<file path="src/rtl/colDrvPkg.sv">
package colDrvPkg;
  // Strobes from the control side to the datapath
  typedef struct packed {
    logic shiftStep;  // one-cycle pulse per detected shift-clock rise
    logic serBit;     // synchronized serial bit
    logic loadBank;   // synchronized level: bank follows chain
    logic outEn;      // synchronized level: channels enabled
  } strobeT;
endpackage

</file>
<file path="src/rtl/colDrvSync.sv">
module colDrvSync #(
  parameter int WIDTH  = 4,
  parameter int STAGES = 2
) (
  input  logic             clk,
  input  logic             rst,
  input  logic [WIDTH-1:0] din,
  output logic [WIDTH-1:0] dout
);
  logic [STAGES-1:0][WIDTH-1:0] pipe;

  always_ff @(posedge clk) begin
    if (rst) begin
      pipe <= '0;
    end else begin
      pipe[0] <= din;
      for (int i = 1; i < STAGES; i++) pipe[i] <= pipe[i-1];
    end
  end

  assign dout = pipe[STAGES-1];
endmodule

</file>
<file path="src/rtl/colDrvCtrl.sv">
module colDrvCtrl #(
  parameter int SYNC_STAGES = 2
) (
  input  logic              clk,
  input  logic              rst,
  input  logic              shiftClk,
  input  logic              serIn,
  input  logic              latchEn,
  input  logic              outEn,
  output colDrvPkg::strobeT strobes
);
  localparam int IN_COUNT = 4;

  logic [IN_COUNT-1:0] rawIn, syncIn;
  logic prevClk;

  assign rawIn = {shiftClk, serIn, latchEn, outEn};

  colDrvSync #(.WIDTH(IN_COUNT), .STAGES(SYNC_STAGES)) u_sync (
    .clk (clk),
    .rst (rst),
    .din (rawIn),
    .dout(syncIn)
  );

  always_ff @(posedge clk) begin
    if (rst) prevClk <= 1'b0;
    else     prevClk <= syncIn[3];
  end

  always_comb begin
    strobes.shiftStep = syncIn[3] & ~prevClk;
    strobes.serBit    = syncIn[2];
    strobes.loadBank  = syncIn[1];
    strobes.outEn     = syncIn[0];
  end
endmodule

</file>
<file path="src/rtl/colDrvPath.sv">
module colDrvPath #(
  parameter int CHANNELS = 32,
  parameter bit REVERSE  = 1'b0
) (
  input  logic                colDrvClk,
  input  logic                rst,
  input  colDrvPkg::strobeT   strobes,
  output logic [CHANNELS-1:0] chanOut,
  output logic                serOut
);
  localparam int LAST = CHANNELS - 1;

  logic [CHANNELS-1:0] chain, chainNext, bank;

  generate
    if (REVERSE) begin : g_rev
      assign chainNext = {strobes.serBit, chain[LAST:1]};
      assign serOut    = chain[0];
    end else begin : g_fwd
      assign chainNext = {chain[LAST-1:0], strobes.serBit};
      assign serOut    = chain[LAST];
    end
  endgenerate

  always_ff @(posedge colDrvClk) begin
    if (rst)                    chain <= '0;
    else if (strobes.shiftStep) chain <= chainNext;
  end

  always_ff @(posedge colDrvClk) begin
    if (rst)                   bank <= '0;
    else if (strobes.loadBank) bank <= chain;
  end

  assign chanOut = strobes.outEn ? bank : '0;
endmodule

</file>
<file path="src/rtl/colDrvCore.sv">
module colDrvCore #(
  parameter int CHANNELS    = 32,
  parameter int SYNC_STAGES = 2,
  parameter bit REVERSE     = 1'b0
) (
  input  logic                clk,
  input  logic                rst,
  input  logic                shiftClk,
  input  logic                serIn,
  input  logic                latchEn,
  input  logic                outEn,
  output logic [CHANNELS-1:0] chanOut,
  output logic                serOut
);
  colDrvPkg::strobeT strobes;

  colDrvCtrl #(.SYNC_STAGES(SYNC_STAGES)) u_ctrl (
    .clk     (clk),
    .rst     (rst),
    .shiftClk(shiftClk),
    .serIn   (serIn),
    .latchEn (latchEn),
    .outEn   (outEn),
    .strobes (strobes)
  );

  colDrvPath #(.CHANNELS(CHANNELS), .REVERSE(REVERSE)) u_path (
    .colDrvClk(clk),
    .rst      (rst),
    .strobes  (strobes),
    .chanOut  (chanOut),
    .serOut   (serOut)
  );
endmodule

</file>
<file path="config.mk">
export PLATFORM = sky130hd
export DESIGN_NAME = colDrvCore
export DESIGN_NICKNAME = d
export VERILOG_FILES = /design/src/rtl/colDrvPkg.sv /design/src/rtl/colDrvSync.sv /design/src/rtl/colDrvCtrl.sv /design/src/rtl/colDrvPath.sv /design/src/rtl/colDrvCore.sv
export SDC_FILE = /design/constraint.sdc
export NUM_CORES = 1
export LEC_CHECK = 0
export BUFFER_PORTS_ARGS = -buffer_cell sky130_fd_sc_hd__buf_4
export CORE_AREA = 2 2 87 89
export CTS_BUF_LIST = sky130_fd_sc_hd__clkbuf_4 sky130_fd_sc_hd__clkbuf_8
export DETAILED_ROUTE_END_ITERATION = 8
export DIE_AREA = 0 0 89 91
export GPL_ROUTABILITY_DRIVEN = 1
export GPL_TIMING_DRIVEN = 0
export PLACE_DENSITY = 0.66
export SLEW_MARGIN = 20
export SYNTH_ARGS = -nofsm -noshare
export SYNTH_HDL_FRONTEND = slang
export SYNTH_SLANG_ARGS = --single-unit
</file>
<file path="constraint.sdc">
create_clock -name clk -period 2.5 [get_ports clk]
set_input_delay 0.5 -clock clk [delete_from_list [all_inputs] [get_ports clk]]
set_output_delay 0.5 -clock clk [all_outputs]
set_load 0.005 [all_outputs]
</file>
After elaboration in Yosys (flattened, before gate mapping)
Cells that the tools add are included.
- register bits: 73
- input bits: 6
- logic and storage cells: 8
- muxes and demuxes: 1
- bitwise operators: 2
- operators by type and width (operator ; count):
    $mux 32 ; 1
    $and 1x1->1 ; 1
    $not 1->1 ; 1

Logic depth before layout (Yosys ltp)
- word-level depth: 2
- depth in mapped cells: 4
- mapped depth without buffers: 2

Modules after synthesis
Synthesis repeated with hierarchy kept, for this count alone.
- cell total of the unflattened synthesis: 265
- area total of the unflattened synthesis: 2839.0 µm²
- modules (own cells, without submodules) (module ; instances ; cells each ; area each (µm²)):
    colDrvPath ; 1 ; 242 ; 2551.2
    colDrvSync ; 1 ; 20 ; 240.2
    colDrvCtrl ; 1 ; 3 ; 47.5

Least setup slack after synthesis
Ideal clock, no wire load.
- path kind: reg-to-output
- start: register u_ctrl.u_sync.pipe, in the netlist u_ctrl.u_sync.dout[0]
- end: output port chanOut[0]
- arrival: 0.695 ns
- required time: 2.000 ns
- setup slack: 1.305 ns
- cell stages (with the launch flop): 3
- path buffers: 1
- cells stage by stage: dfxtp_1 -> clkbuf_1 -> and2_1
- cells in the longest elaborated chain, start to end: 1
- RTL lines (what ; RTL line ; source):
    start, declared ; colDrvSync.sv:10 ; logic [STAGES-1:0][WIDTH-1:0] pipe;
    $mux 32 ; colDrvPath.sv:35 ; assign chanOut = strobes.outEn ? bank : '0;
    end, declared ; colDrvCore.sv:12 ; output logic [CHANNELS-1:0] chanOut,
No other way between the ends.

Worst setup path after layout
- start: register u_ctrl.u_sync.pipe, in the netlist u_ctrl.u_sync.dout[0]
- end: output port chanOut[30]
The elaborated chain is that of the path after synthesis.

==> run summary <==
SYNTHESIS
-----------------------------------------------------------------------------------------------
Number of enable-type register cells in the synthesized netlist                               0
Most frequently used cell type in the post-synthesis netlist                       sky130_fd_sc_hd__dfxtp_1
Mean post-synth cell area                                                              10.8 um2
Count of mapped cells out of synthesis                                                      263
Total number of yosys warnings                                                                0
Top cell type's share of synthesized area                                                 51.4%
Mapped Area                                                                            2850 um2
Leading cell types by count after synthesis                                        sky130_fd_sc_hd__dfxtp_1 (73), sky130_fd_sc_hd__mux2i_1 (63), sky130_fd_sc_hd__and2_1 (32), sky130_fd_sc_hd__nand2b_1 (32), sky130_fd_sc_hd__nor2_1 (32)
Total of flip-flops plus latches after synthesis                                             73
Synth unique cells                                                                           13
Sequential element share of the synthesized area                                          51.4%
Syn nets                                                                                    269
Async set-reset flop share out of synthesis                                                  0%
Leading register cell type out of synthesis                                        sky130_fd_sc_hd__dfxtp_1
Cells taking the most area after synthesis                                         sky130_fd_sc_hd__dfxtp_1 (51%), sky130_fd_sc_hd__mux2i_1 (22%), sky130_fd_sc_hd__and2_1 (7.0%)
Post-synth top area cell                                                           sky130_fd_sc_hd__dfxtp_1

WORST SETUP PATH
-----------------------------------------------------------------------------------------------
Register-to-register setup slack                                                        1.42 ns
Slowest cell on crit path                                                          sky130_fd_sc_hd__dfxtp_1
Kind of critical path                                                              flip-flop to primary output
Worst setup SP type                                                                   flip-flop
Sequence of cells on the critical path                                             clkbuf_1 -> and2_1 -> buf_4
Top Family by Delay on Critical Path                                               buffers and inverters
Buf+Inv Stages, Crit Path                                                                     2
Peak fanout along the critical path                                                          10
Nature of the critical path endpoint                                               primary output
Arrival time at the worst endpoint                                                      1.49 ns
Largest stage delay, worst path                                                         0.45 ns
Critical path data required time                                                        2.00 ns

TIMING
-----------------------------------------------------------------------------------------------
Count of final hold-check violations                                                          0
Total count of max-transition violations in the final report                                  0
Clock period minus final worst setup slack                                              1.99 ns
Setup total negative slack                                                                 0 ns
RSZ-0062 raised after global routing                                                         no
Actual transition at the worst max-transition pin                                      0.428 ns
Fmax                                                                                    502 MHz
Normalized max-slew margin                                                                71.5%
Final count of negative-setup-slack endpoints                                                 0
Post-route clock skew                                                                0.00842 ns
Share of the cycle needed by the critical path after routing                              79.7%

GLOBAL ROUTE
-----------------------------------------------------------------------------------------------
Met3 global-route usage                                                                   3.09%
Busiest layer in global routing                                                            met2
Largest net degree at the start of global routing                                            12
GR Util met1                                                                              17.2%
Antenna violations before repair                                                              0
Met2 GRT Util                                                                             19.0%
Global-route wire length before repair                                                  8.04 mm
Total congestion overflow after global routing                                                0
Via count of the first global-routing pass                                                1,763
Overall fraction of global-route tracks in use                                            13.1%

CLOCK NETWORK
-----------------------------------------------------------------------------------------------
Post-CTS setup buffer count                                                                   0
Clk root buf                                                                       sky130_fd_sc_hd__clkbuf_8
CTS HTree Levels                                                                              3
Clock tree from TritonCTS                                                                   yes
Clk Latency, worst-skew pair                                                            0.34 ns
Inserted Clock Buffers                                                                        9
Clock Sink Count                                                                             73
Bufs on Longest Clock Path                                                                    2
Count of hold buffers inserted by post-cts repair                                             0
Clock input transition at the sequential cells of the worst setup and hold paths        0.07 ns
Number of instances resized during post-cts repair                                            0

CELLS AND AREA
-----------------------------------------------------------------------------------------------
Area taken by flip-flops and latches                                                   1460 um2
Final design utilization                                                                  48.0%
Fillers                                                                                     719
Share of cells above drive strength 1                                                     21.5%
Final #Nets                                                                                 317
ANT cells                                                                                     0
Multi-input gate area in the final layout                                              1240 um2
Area growth syn-to-layout                                                                 20.5%

POWER
-----------------------------------------------------------------------------------------------
IR Drop Worst-Case VDD                                                               0.000303 V
Leakage                                                                                 1.34 nW
Power density over the cells                                                         610 nW/um2

PLACEMENT
-----------------------------------------------------------------------------------------------
Post-detailed-placement half-perimeter wirelength                                       3.30 mm
Count of port buffers added during placement                                                 37
Gpl congestion                                                                            0.686

DIE
-----------------------------------------------------------------------------------------------
Number of placement rows                                                                     31
Initial standard-cell utilization of the core                                             39.9%
Count of pins on the block boundary                                                          39
Core area                                                                              7140 um2
Die area                                                                               8100 um2
Die extent in x                                                                           89 um
DIE HEIGHT                                                                                91 um

ROUTING
-----------------------------------------------------------------------------------------------
Total number of vias                                                                      1,825
Final ANT Viol Nets                                                                           0
Detailed-route wire length per cell                                                     11.6 um
Violation count after the first detailed-routing iteration                                   43
Routed vias/inst                                                                           4.40
Post-detailed-routing wire length                                                       4.82 mm
First-pass iteration count of the detailed router                                             4
Residual DRC                                                                                  0

RUN
-----------------------------------------------------------------------------------------------
Maxcap violations                                                                             0

OUTCOME
-----------------------------------------------------------------------------------------------
Run status                                                                         complete, no violations

WORST HOLD PATH
-----------------------------------------------------------------------------------------------
Worst min path class                                                               input port to flip-flop

[cells by family (layout without fill, tap and decap cells)]
logic type / after synthesis / count (layout) / share of synthesized area [%]
buf+inv: 19 / 72 / 5.15
compound gates: 1 / 1 / 0.176
mux: 63 / 63 / 22.2
simple gates: 107 / 107 / 21.2
flops: 73 / 73 / 51.4
[power by group]
part / switching, W / internal (W)
logic: 0.0000455 / 0.0000446
clock network: 0.000397 / 0.000432
registers: 0.00000287 / 0.00117
[routing by layer]
layer	share of wire [%]	up-vias
met1	49	825
met5	0	-
met3	3.8	10
met2	44	39
li1	-	951
met4	2.8	0
[sequential cells by signal, summed over array words and instances (netlist names)]
name                cells
u_path.bank            32
u_path.chain           32
u_ctrl.u_sync.dout      4
u_ctrl.u_sync.pipe      4
u_ctrl.prevClk          1
[placed cells by master (no fill, tap or decap)]
cell                        netlist  final
sky130_fd_sc_hd__o21ai_1          1      1
sky130_fd_sc_hd__buf_2            6      6
sky130_fd_sc_hd__nor2b_1          9      9
sky130_fd_sc_hd__and2_1          32     32
sky130_fd_sc_hd__dfxtp_1         73     73
sky130_fd_sc_hd__nand2b_1        32     32
sky130_fd_sc_hd__clkbuf_8         0     11
sky130_fd_sc_hd__buf_4            0     37
sky130_fd_sc_hd__mux2i_1         63     63
sky130_fd_sc_hd__nand4bb_1        1      1
sky130_fd_sc_hd__clkinv_2         0      3
sky130_fd_sc_hd__buf_6            6      6
sky130_fd_sc_hd__nor2_1          32     32
sky130_fd_sc_hd__clkbuf_4         0      2
sky130_fd_sc_hd__clkbuf_1         5      5
sky130_fd_sc_hd__buf_8            2      2
sky130_fd_sc_hd__nor2b_4          1      1
[per-stage QoR]
stage               instance area, um2  power [W]  hold slack, ns  worst slack (ns)  instances
global placement                  3250    0.00129           0.417             0.854        399
finish                            3430    0.00209           0.375             0.508        415
detailed placement                3250    0.00129           0.425             0.839        399
floorplan                         2850    0.00127           0.414              1.31        263
CTS                               3430    0.00212           0.356             0.460        415
global route                      3430    0.00218           0.373             0.408        415
[cell type report]
type | instances | share of cell area (%)
multi-input cells | 171 | 36.1
flip-flops and latches | 73 | 42.6
clock buffers | 13 | 4.85
repair buffers | 37 | 8.10
plain buffers | 19 | 4.27
well taps | 99 | 3.61
clock inverters | 3 | 0.438
[path summary, 6_finish.rpt]
kind / start / endpoint / cells after the start
setup / recovery: u_ctrl.u_sync.dout[0]$_SDFF_PP0_ / chanOut[30] / 3
hold / removal: shiftClk / u_ctrl.u_sync.pipe[3]$_SDFF_PP0_ / 2
setup reg to reg: u_ctrl.u_sync.dout[3]$_SDFF_PP0_ / u_path.chain[23]$_SDFFE_PP0P_ / 4
hold reg to reg: u_ctrl.u_sync.pipe[1]$_SDFF_PP0_ / u_ctrl.u_sync.dout[1]$_SDFF_PP0_ / 1
(Power assumes the default switching activity.)
